$ cat config.mk
export PLATFORM = sky130hd
export DESIGN_NAME = zbank_mapper
export DESIGN_NICKNAME = d
export VERILOG_FILES = /design/src/rtl/zbm_pkg.sv /design/src/rtl/zbm_cfg_ctrl.sv /design/src/rtl/zbm_bank_regs.sv /design/src/rtl/zbm_window_decode.sv /design/src/rtl/zbm_xlate.sv /design/src/rtl/zbank_mapper.sv
export SDC_FILE = /design/constraint.sdc
export NUM_CORES = 1
export LEC_CHECK = 0
export CAP_MARGIN = 0
export CORE_AREA = 2 2 68 86
export CTS_CLUSTER_DIAMETER = 60
export CTS_CLUSTER_SIZE = 30
export DETAILED_ROUTE_END_ITERATION = 6
export DIE_AREA = 0 0 70 88
export HOLD_SLACK_MARGIN = 0.1
export PLACE_DENSITY = 0.55
export SLEW_MARGIN = 5
export SYNTH_ARGS = -nofsm -noshare
export SYNTH_HDL_FRONTEND = slang
export SYNTH_SLANG_ARGS = --single-unit
$ cat constraint.sdc
create_clock -name clk -period 3.3 [get_ports clk]
set_input_delay 0.33 -clock clk [delete_from_list [all_inputs] [get_ports clk]]
set_output_delay 0.33 -clock clk [all_outputs]
set_load 0.01 [all_outputs]
$ cat src/rtl/zbm_pkg.sv
package zbm_pkg;

  // Default geometry of the mapper
  localparam int unsigned ZBM_ADDR_W  = 16;
  localparam int unsigned ZBM_ROM_W   = 19;
  localparam int unsigned ZBM_BANK_W  = 8;
  localparam int unsigned ZBM_NUM_WIN = 4;

  // Configuration strobe tracker states
  typedef enum logic {
    CFG_IDLE  = 1'b0,
    CFG_ARMED = 1'b1
  } cfg_state_e;

  // log2 of the size of window k (window 0 is the smallest)
  function automatic int unsigned win_log2(input int unsigned min_log2,
                                           input int unsigned k);
    return min_log2 + k;
  endfunction

  // Windows are packed downward from the top of the address space:
  // the largest window starts at half the space, each smaller one
  // starts where the previous one ends.
  function automatic longint unsigned win_base(input int unsigned addr_w,
                                               input int unsigned min_log2,
                                               input int unsigned k);
    return (longint'(1) << addr_w) - (longint'(1) << (min_log2 + k + 1));
  endfunction

endpackage

$ cat src/rtl/zbm_cfg_ctrl.sv
module zbm_cfg_ctrl #(
  parameter int unsigned BANK_W = 8,
  parameter int unsigned SEL_W  = 2
) (
  input  logic              clk,
  input  logic              rst,
  input  logic              cfg_mode,
  input  logic              cfg_strobe_n,
  input  logic [BANK_W-1:0] cfg_val,
  input  logic [SEL_W-1:0]  cfg_sel,
  output logic              wr_en,
  output logic [SEL_W-1:0]  wr_sel,
  output logic [BANK_W-1:0] wr_val
);
  import zbm_pkg::*;

  logic       strb_q;
  cfg_state_e state_q;
  logic       strb_fall;
  logic       strb_rise;

  assign strb_fall = strb_q & ~cfg_strobe_n;
  assign strb_rise = ~strb_q & cfg_strobe_n;

  always_ff @(posedge clk) begin
    if (rst) begin
      strb_q  <= 1'b1;
      state_q <= CFG_IDLE;
    end else begin
      strb_q <= cfg_strobe_n;
      case (state_q)
        CFG_IDLE:  if (strb_fall && cfg_mode) state_q <= CFG_ARMED;
        CFG_ARMED: if (strb_rise)             state_q <= CFG_IDLE;
        default:                              state_q <= CFG_IDLE;
      endcase
    end
  end

  // Commit at the rising edge only if the pulse started in configure mode
  // and the mode is still high when it ends.
  assign wr_en  = (state_q == CFG_ARMED) && strb_rise && cfg_mode;
  assign wr_sel = cfg_sel;
  assign wr_val = cfg_val;

endmodule

$ cat src/rtl/zbm_bank_regs.sv
module zbm_bank_regs #(
  parameter int unsigned NUM_WIN = 4,
  parameter int unsigned BANK_W  = 8,
  localparam int unsigned SEL_W  = (NUM_WIN > 1) ? $clog2(NUM_WIN) : 1
) (
  input  logic                      clk,
  input  logic                      rst,
  input  logic                      wr_en,
  input  logic [SEL_W-1:0]          wr_sel,
  input  logic [BANK_W-1:0]         wr_val,
  output logic [NUM_WIN*BANK_W-1:0] banks
);

  for (genvar k = 0; k < NUM_WIN; k++) begin : g_bank
    logic [BANK_W-1:0] bank_q;
    always_ff @(posedge clk) begin
      if (rst)
        bank_q <= '0;
      else if (wr_en && (wr_sel == SEL_W'(k)))
        bank_q <= wr_val;
    end
    assign banks[k*BANK_W +: BANK_W] = bank_q;
  end

endmodule

$ cat src/rtl/zbm_window_decode.sv
module zbm_window_decode #(
  parameter int unsigned ADDR_W   = 16,
  parameter int unsigned NUM_WIN  = 4,
  localparam int unsigned MIN_LOG2 = ADDR_W - 1 - NUM_WIN,
  localparam int unsigned HI_W     = ADDR_W - MIN_LOG2
) (
  input  logic [HI_W-1:0]    addr_hi,
  output logic               fixed_hit,
  output logic [NUM_WIN-1:0] win_hit
);
  import zbm_pkg::*;

  // Bit ADDR_W-1 of the address sits at the top of addr_hi.
  assign fixed_hit = ~addr_hi[HI_W-1];

  for (genvar k = 0; k < NUM_WIN; k++) begin : g_win
    localparam int unsigned     LOG2 = win_log2(MIN_LOG2, k);
    localparam int unsigned     TAG_W = ADDR_W - LOG2;
    localparam longint unsigned BASE = win_base(ADDR_W, MIN_LOG2, k);
    localparam logic [TAG_W-1:0] TAG = TAG_W'(BASE >> LOG2);
    assign win_hit[k] = (addr_hi[HI_W-1 -: TAG_W] == TAG);
  end

endmodule

$ cat src/rtl/zbm_xlate.sv
module zbm_xlate #(
  parameter int unsigned ADDR_W  = 16,
  parameter int unsigned ROM_W   = 19,
  parameter int unsigned BANK_W  = 8,
  parameter int unsigned NUM_WIN = 4,
  localparam int unsigned MIN_LOG2 = ADDR_W - 1 - NUM_WIN,
  localparam int unsigned WIDE_W   = ROM_W + BANK_W + ADDR_W
) (
  input  logic                      clk,
  input  logic                      rst,
  input  logic [ADDR_W-1:0]         addr,
  input  logic [NUM_WIN*BANK_W-1:0] banks,
  input  logic                      fixed_hit,
  input  logic [NUM_WIN-1:0]        win_hit,
  output logic [ROM_W-1:0]          rom_addr,
  output logic                      rom_sel
);
  import zbm_pkg::*;

  logic [ROM_W-1:0] cand [NUM_WIN];
  logic [ROM_W-1:0] addr_next;
  logic             sel_next;

  for (genvar k = 0; k < NUM_WIN; k++) begin : g_cand
    localparam int unsigned LOG2 = win_log2(MIN_LOG2, k);
    localparam logic [ADDR_W-1:0] OFS_MASK = ADDR_W'((longint'(1) << LOG2) - 1);
    // bank value above the in-window offset, cut to the ROM width
    assign cand[k] = ROM_W'((WIDE_W'(banks[k*BANK_W +: BANK_W]) << LOG2)
                            | WIDE_W'(addr & OFS_MASK));
  end

  always_comb begin
    addr_next = '0;
    if (fixed_hit) begin
      addr_next = ROM_W'(addr[ADDR_W-2:0]);
    end else begin
      for (int k = 0; k < NUM_WIN; k++) begin
        if (win_hit[k]) addr_next = addr_next | cand[k];
      end
    end
    sel_next = fixed_hit | (|win_hit);
  end

  always_ff @(posedge clk) begin
    if (rst) begin
      rom_addr <= '0;
      rom_sel  <= 1'b0;
    end else begin
      rom_addr <= addr_next;
      rom_sel  <= sel_next;
    end
  end

endmodule

$ cat src/rtl/zbank_mapper.sv
module zbank_mapper #(
  parameter int unsigned ADDR_W  = zbm_pkg::ZBM_ADDR_W,
  parameter int unsigned ROM_W   = zbm_pkg::ZBM_ROM_W,
  parameter int unsigned BANK_W  = zbm_pkg::ZBM_BANK_W,
  parameter int unsigned NUM_WIN = zbm_pkg::ZBM_NUM_WIN
) (
  input  logic              clk,
  input  logic              rst,
  input  logic [ADDR_W-1:0] cpu_addr,
  input  logic              cfg_mode,
  input  logic              cfg_strobe_n,
  output logic [ROM_W-1:0]  rom_addr,
  output logic              rom_sel
);
  localparam int unsigned SEL_W    = (NUM_WIN > 1) ? $clog2(NUM_WIN) : 1;
  localparam int unsigned MIN_LOG2 = ADDR_W - 1 - NUM_WIN;
  localparam int unsigned HI_W     = ADDR_W - MIN_LOG2;

  logic                      wr_en;
  logic [SEL_W-1:0]          wr_sel;
  logic [BANK_W-1:0]         wr_val;
  logic [NUM_WIN*BANK_W-1:0] bank_flat;
  logic                      fixed_hit;
  logic [NUM_WIN-1:0]        win_hit;

  zbm_cfg_ctrl #(.BANK_W(BANK_W), .SEL_W(SEL_W)) u_cfg (
    .clk          (clk),
    .rst          (rst),
    .cfg_mode     (cfg_mode),
    .cfg_strobe_n (cfg_strobe_n),
    .cfg_val      (cpu_addr[ADDR_W-1 -: BANK_W]),
    .cfg_sel      (cpu_addr[SEL_W-1:0]),
    .wr_en        (wr_en),
    .wr_sel       (wr_sel),
    .wr_val       (wr_val)
  );

  zbm_bank_regs #(.NUM_WIN(NUM_WIN), .BANK_W(BANK_W)) u_regs (
    .clk    (clk),
    .rst    (rst),
    .wr_en  (wr_en),
    .wr_sel (wr_sel),
    .wr_val (wr_val),
    .banks  (bank_flat)
  );

  zbm_window_decode #(.ADDR_W(ADDR_W), .NUM_WIN(NUM_WIN)) u_dec (
    .addr_hi   (cpu_addr[ADDR_W-1 -: HI_W]),
    .fixed_hit (fixed_hit),
    .win_hit   (win_hit)
  );

  zbm_xlate #(
    .ADDR_W(ADDR_W), .ROM_W(ROM_W), .BANK_W(BANK_W), .NUM_WIN(NUM_WIN)
  ) u_xl (
    .clk       (clk),
    .rst       (rst),
    .addr      (cpu_addr),
    .banks     (bank_flat),
    .fixed_hit (fixed_hit),
    .win_hit   (win_hit),
    .rom_addr  (rom_addr),
    .rom_sel   (rom_sel)
  );

endmodule

* Word level (Yosys, flattened, before mapping)
Cells that the tools add are included.
W data, S select, Z words.
** Storage, ports and cells
- Register bits after elaboration :: 48
- Input port bits :: 20
- Word-level logic and storage cells :: 51
** Operators by class
- Eq/ne operators :: 7
- Multiplexer cells :: 11
- Bitwise logic cells :: 14
- Reduce and logical (&&, ||, !) cells :: 10
** Operator list (count)
- $mux W19 :: 7
- $or A19 B19 Y19 :: 3
- $or A19 B11 Y19 :: 1
- $or A19 B12 Y19 :: 1
- $or A19 B13 Y19 :: 1
- $or A19 B14 Y19 :: 1
- $mux W15 :: 1
- $logic_and A1 B1 Y1 :: 7
- $eq A2 B2 Y1 const B :: 3
- $eq A5 B5 Y1 const B :: 1
- $eq A4 B4 Y1 const B :: 1
- $not A1 Y1 :: 4
- $reduce_or A4 Y1 :: 1
- $eq A3 B3 Y1 const B :: 1
- $and A1 B1 Y1 :: 2
- $eq A2 B1 Y1 const B :: 1
- $logic_not A2 Y1 :: 1
- $mux W1 :: 2
- $pmux W1 S2 :: 1
- $reduce_or A2 Y1 :: 1
- $or A1 B1 Y1 :: 1

* Depth between registers and ports, before layout
- Word-level depth :: 12
- Depth in mapped cells :: 5
- Gate-level depth less buffers :: 3

* By module
A second synthesis with hierarchy kept.
** Second synthesis, totals
- Cell total of the unflattened synthesis :: 205
- Area, all modules :: 2194.6 µm²
** By module, submodules not included
- zbm_bank_regs :: times used 1, cells an instance 116, area an instance 1285.0 µm², seq. area each 640.6 µm²
- zbm_xlate :: times used 1, cells an instance 64, area an instance 711.9 µm², seq. area each 400.4 µm²
- zbm_cfg_ctrl :: times used 1, cells an instance 18, area an instance 156.4 µm², seq. area each 40.0 µm²
- zbm_window_decode :: times used 1, cells an instance 7, area an instance 41.3 µm², seq. area each 0.0 µm²

* Worst setup path after synthesis
OpenSTA, ideal clock, no wires.
- Kind :: input to register
- Start point :: in cpu_addr[14]
- End point :: reg u_xl.rom_addr[15]
- Arrival time :: 1049 ps
- Setup slack :: 2125 ps
- Stages :: 4
- Path buffers :: 1
- Cell sequence :: buf_2 -> and4b_1 -> a222oi_1 -> a21oi_1
** Between the ends
- Longest elaborated chain between the ends :: 11
- Elaborated cells between the ends (all ways) :: 14
- Classes of those cells :: eq/ne (4); mux (7); bitwise (3)
** Ends and longest elaborated chain
- start, declared :: RTL line zbank_mapper.sv:9 : input logic [ADDR_W-1:0] cpu_addr,
- $eq A5 B5 Y1 :: RTL line zbm_window_decode.sv:21 : assign win_hit[k] = (addr_hi[HI_W-1 -: TAG_W] == TAG);
- $mux W19 :: RTL line zbm_xlate.sv:38 : if (win_hit[k]) addr_next = addr_next | cand[k];
- $mux W19 :: RTL line zbm_xlate.sv:34 : if (fixed_hit) begin
- $or A19 B19 Y19 :: RTL line zbm_xlate.sv:38
- $mux W19 :: RTL line zbm_xlate.sv:38
- $mux W19 :: RTL line zbm_xlate.sv:34
- $or A19 B19 Y19 :: RTL line zbm_xlate.sv:38
- $mux W19 :: RTL line zbm_xlate.sv:38
- $mux W19 :: RTL line zbm_xlate.sv:34
- $or A19 B19 Y19 :: RTL line zbm_xlate.sv:38
- $mux W19 * :: RTL line zbm_xlate.sv:38
- end signal, assigned :: RTL line zbm_xlate.sv:49 : rom_addr <= addr_next;
- end, declared :: RTL line zbm_xlate.sv:15 : output logic [ROM_W-1:0] rom_addr,
Mark *: on every way between the ends. The rest lies on a longest branch, timed or not. The select of a mux whose other input is x is not followed.
A chain may end at the register's enable or synchronous reset.

==> impl_metrics.yaml <==
clocking:
  cts_resized: 0
  cts_inserted_buffers: 5
  clock-sinks: 48
  htree_levels: 2
  path_clk_slew_ps: 90
  cts_root_buf: "clkbuf_8"
  ctsHoldBuffers: 0
  clockBufferDepth: 2
  cts_tree: "built"
  post-cts-setup-buffer-count: 0
  worstSkewPairLatency_ps: 300
critical_path:
  cp_data_required_time_ps: 3540
  worstSetupPathType: "input port to flop"
  crit_fanout: 21
  critPathCaptureType: "flop"
  crit_slowest_cell: "clkdlybuf4s50_1"
  slowest_delay_ps: 760
  crit_arrival_ps: 2000
  critPathLaunchType: "input port"
  crit_chain: "clkdlybuf4s50_1 -> buf_4 -> a21oi_2 -> and2_1"
global_route:
  grt-ovfl-total: 0
  gr-usage-all-layers: 0.1543
  grt_pass1_wl_um: 7162
  first_global_vias: 1445
  grt_antenna_before_repair: 0
  grt_max_degree: 22
final_layout:
  diodes: 0
  seq_area_um2: 960.9
  drive_gt1_frac: 0.06452
  layout.nets: 236
  area_delta_synth_final_pct: 26.88
  utilization: 0.4566
  multi_input_area_um2: 890.9
  fillerInstances: 514
sta:
  min_period_over_period: 0.5318
  drv_slew: 0
  hold_viol: 0
  skew_ps: 4.013
  rsz0062_at_grt: "no"
  fmax_ghz: 0.5698
  finalCriticalPeriod_ps: 1755
  setup_viol: 0
  tns_ps: 0
  max-slew-margin-rel: 0.5509
  tightest_slew_ps: 671.6
power:
  p_leak_nw: 0.9983
  ir_worst_vdd_uv: 306.3
  p_per_area_mw_per_mm2: 432.7
synth:
  synth.top_cell.area_share: 0.5010
  synth.most_common_cell: "dfxtp_1"
  postSynthAreaPerCell_um2: 10.78
  netlist_top_cells_count: "dfxtp_1 (48), mux2i_1 (27), nand2b_1 (20), or2b_1 (16), and2_1 (11)"
  synth_cells: 178
  async_reset_ff_frac: 0
  syn_area_mm2: 0.001918
  synth_top_area_cell: "dfxtp_1"
  synth_seq_area_share: 0.5010
  yosys_warnings: 0
  synth_cell_types: 33
  syn-num-nets: 198
  synth-seq-cells: 48
  synth_edf_count: 0
  synthTopCellsByArea: "dfxtp_1 (50%), mux2i_1 (14%), nand2b_1 (6.5%), or2b_1 (6.3%), and2_1 (3.6%)"
  synth_ff_type: "dfxtp_1"
route:
  drt_pre_antenna_iters: 4
  via_per_inst: 4.932
  wire_per_inst_um: 15.50
  drc: 0
  wl_um: 4356
  drtIter0Drc: 73
  final_antenna_net_count: 0
  via_count: 1386
floorplanning:
  core_mm2: 0.005330
  die_area_mm2: 0.006160
  fp.dieH_um: 88
  die_w_um: 70
  io_pins: 40
  rows: 30
  start_util: 0.3599
place:
  io_buffers: 39
  place_hpwl_um: 3186
  routabilityCongestion: 0.7669
run_status:
  status: "finished clean"
run:
  max_cap_viol_count: 0
hold_path:
  hold_path.class: "flop to flop"
state kept, by name, summed over array words and instances, names as in the netlist:
register	cells
u_regs.g_bank.bank_q	26
u_xl.rom_addr	19
u_cfg.strb_q	1
u_cfg.state_q	1
u_xl.rom_sel	1
layer usage:
metal  wire, µm  GRT usage  vias to the layer above
met5          0          0                        -
met4        160    0.09091                        0
met3        198    0.03797                       12
met2       2199     0.2684                       48
met1       1798     0.1719                      640
li1           -          -                      686
worst paths after layout:
check	depth (start not counted)	slack [ps]	start	endpoint
max	4	1550	rst	u_xl.rom_addr[0]$_SDFF_PP0_
min	2	480	u_regs.g_bank[3].bank_q[0]$_SDFFE_PP0P_	u_regs.g_bank[3].bank_q[0]$_SDFFE_PP0P_
max reg2reg	3	1840	u_cfg.strb_q$_SDFF_PP1_	u_regs.g_bank[0].bank_q[1]$_SDFFE_PP0P_
min reg2reg	2	480	u_regs.g_bank[3].bank_q[0]$_SDFFE_PP0P_	u_regs.g_bank[3].bank_q[0]$_SDFFE_PP0P_
cells in the final DEF (no fill, tap or decap), drive strengths merged, types with 2 or more instances in the layout:
cell | netlist | layout
clkdlybuf4s50 | 0 | 39
dfxtp | 48 | 48
and4b | 2 | 2
clkinv | 0 | 2
and2 | 11 | 11
a222oi | 3 | 3
nand3 | 2 | 2
and3 | 2 | 2
or2b | 16 | 16
o22ai | 3 | 3
clkbuf | 4 | 6
a21oi | 7 | 7
nand3b | 8 | 8
nand2b | 20 | 20
mux2i | 27 | 27
nand2 | 3 | 3
inv | 3 | 3
nor2b | 3 | 3
worst max-delay path, delay by kind of cell:
family	cells	cell delay, ps
buf+inv	2	1140
compound gates	1	330
simple gates	1	190
power breakdown:
part	internal (W)	switching (W)
sequential	0.000591	0.00000409
combinational	0.0000567	0.0000431
clock	0.000167	0.000190
stage by stage:
stage	power, W	area, µm²	instances	hold WS (ps)	setup WS (ps)
2_1_floorplan	0.0006513	1918	178	433.8	2125
3_3_place_gp	0.0007078	2341	273	461.1	1259
3_5_place_dp	0.0007098	2341	273	467.2	1233
4_1_cts	0.001067	2434	281	482.2	1538
5_1_grt	0.001105	2434	281	503.4	1422
6_report	0.001053	2434	281	480.1	1545
logic make-up (layout without fill, tap and decap cells):
logic type	after synthesis	after routing	share of synthesized area
DFF	48	48	0.5010
and+or+nand+nor	74	74	0.2616
muxes	27	27	0.1409
AOI/OAI and AO/OA	17	17	0.06197
buffers and inverters	12	51	0.03457
layout make-up:
class / count / share of cell area
Sequential cell: 48 / 0.3949
Multi-Input combinational cell: 118 / 0.3661
Timing Repair Buffer: 40 / 0.1635
Clock buffer: 6 / 0.03393
Tap cell: 64 / 0.03290
Inverter: 3 / 0.004627
Clock inverter: 2 / 0.004113
Note: power is estimated with default switching activity, not from simulation.
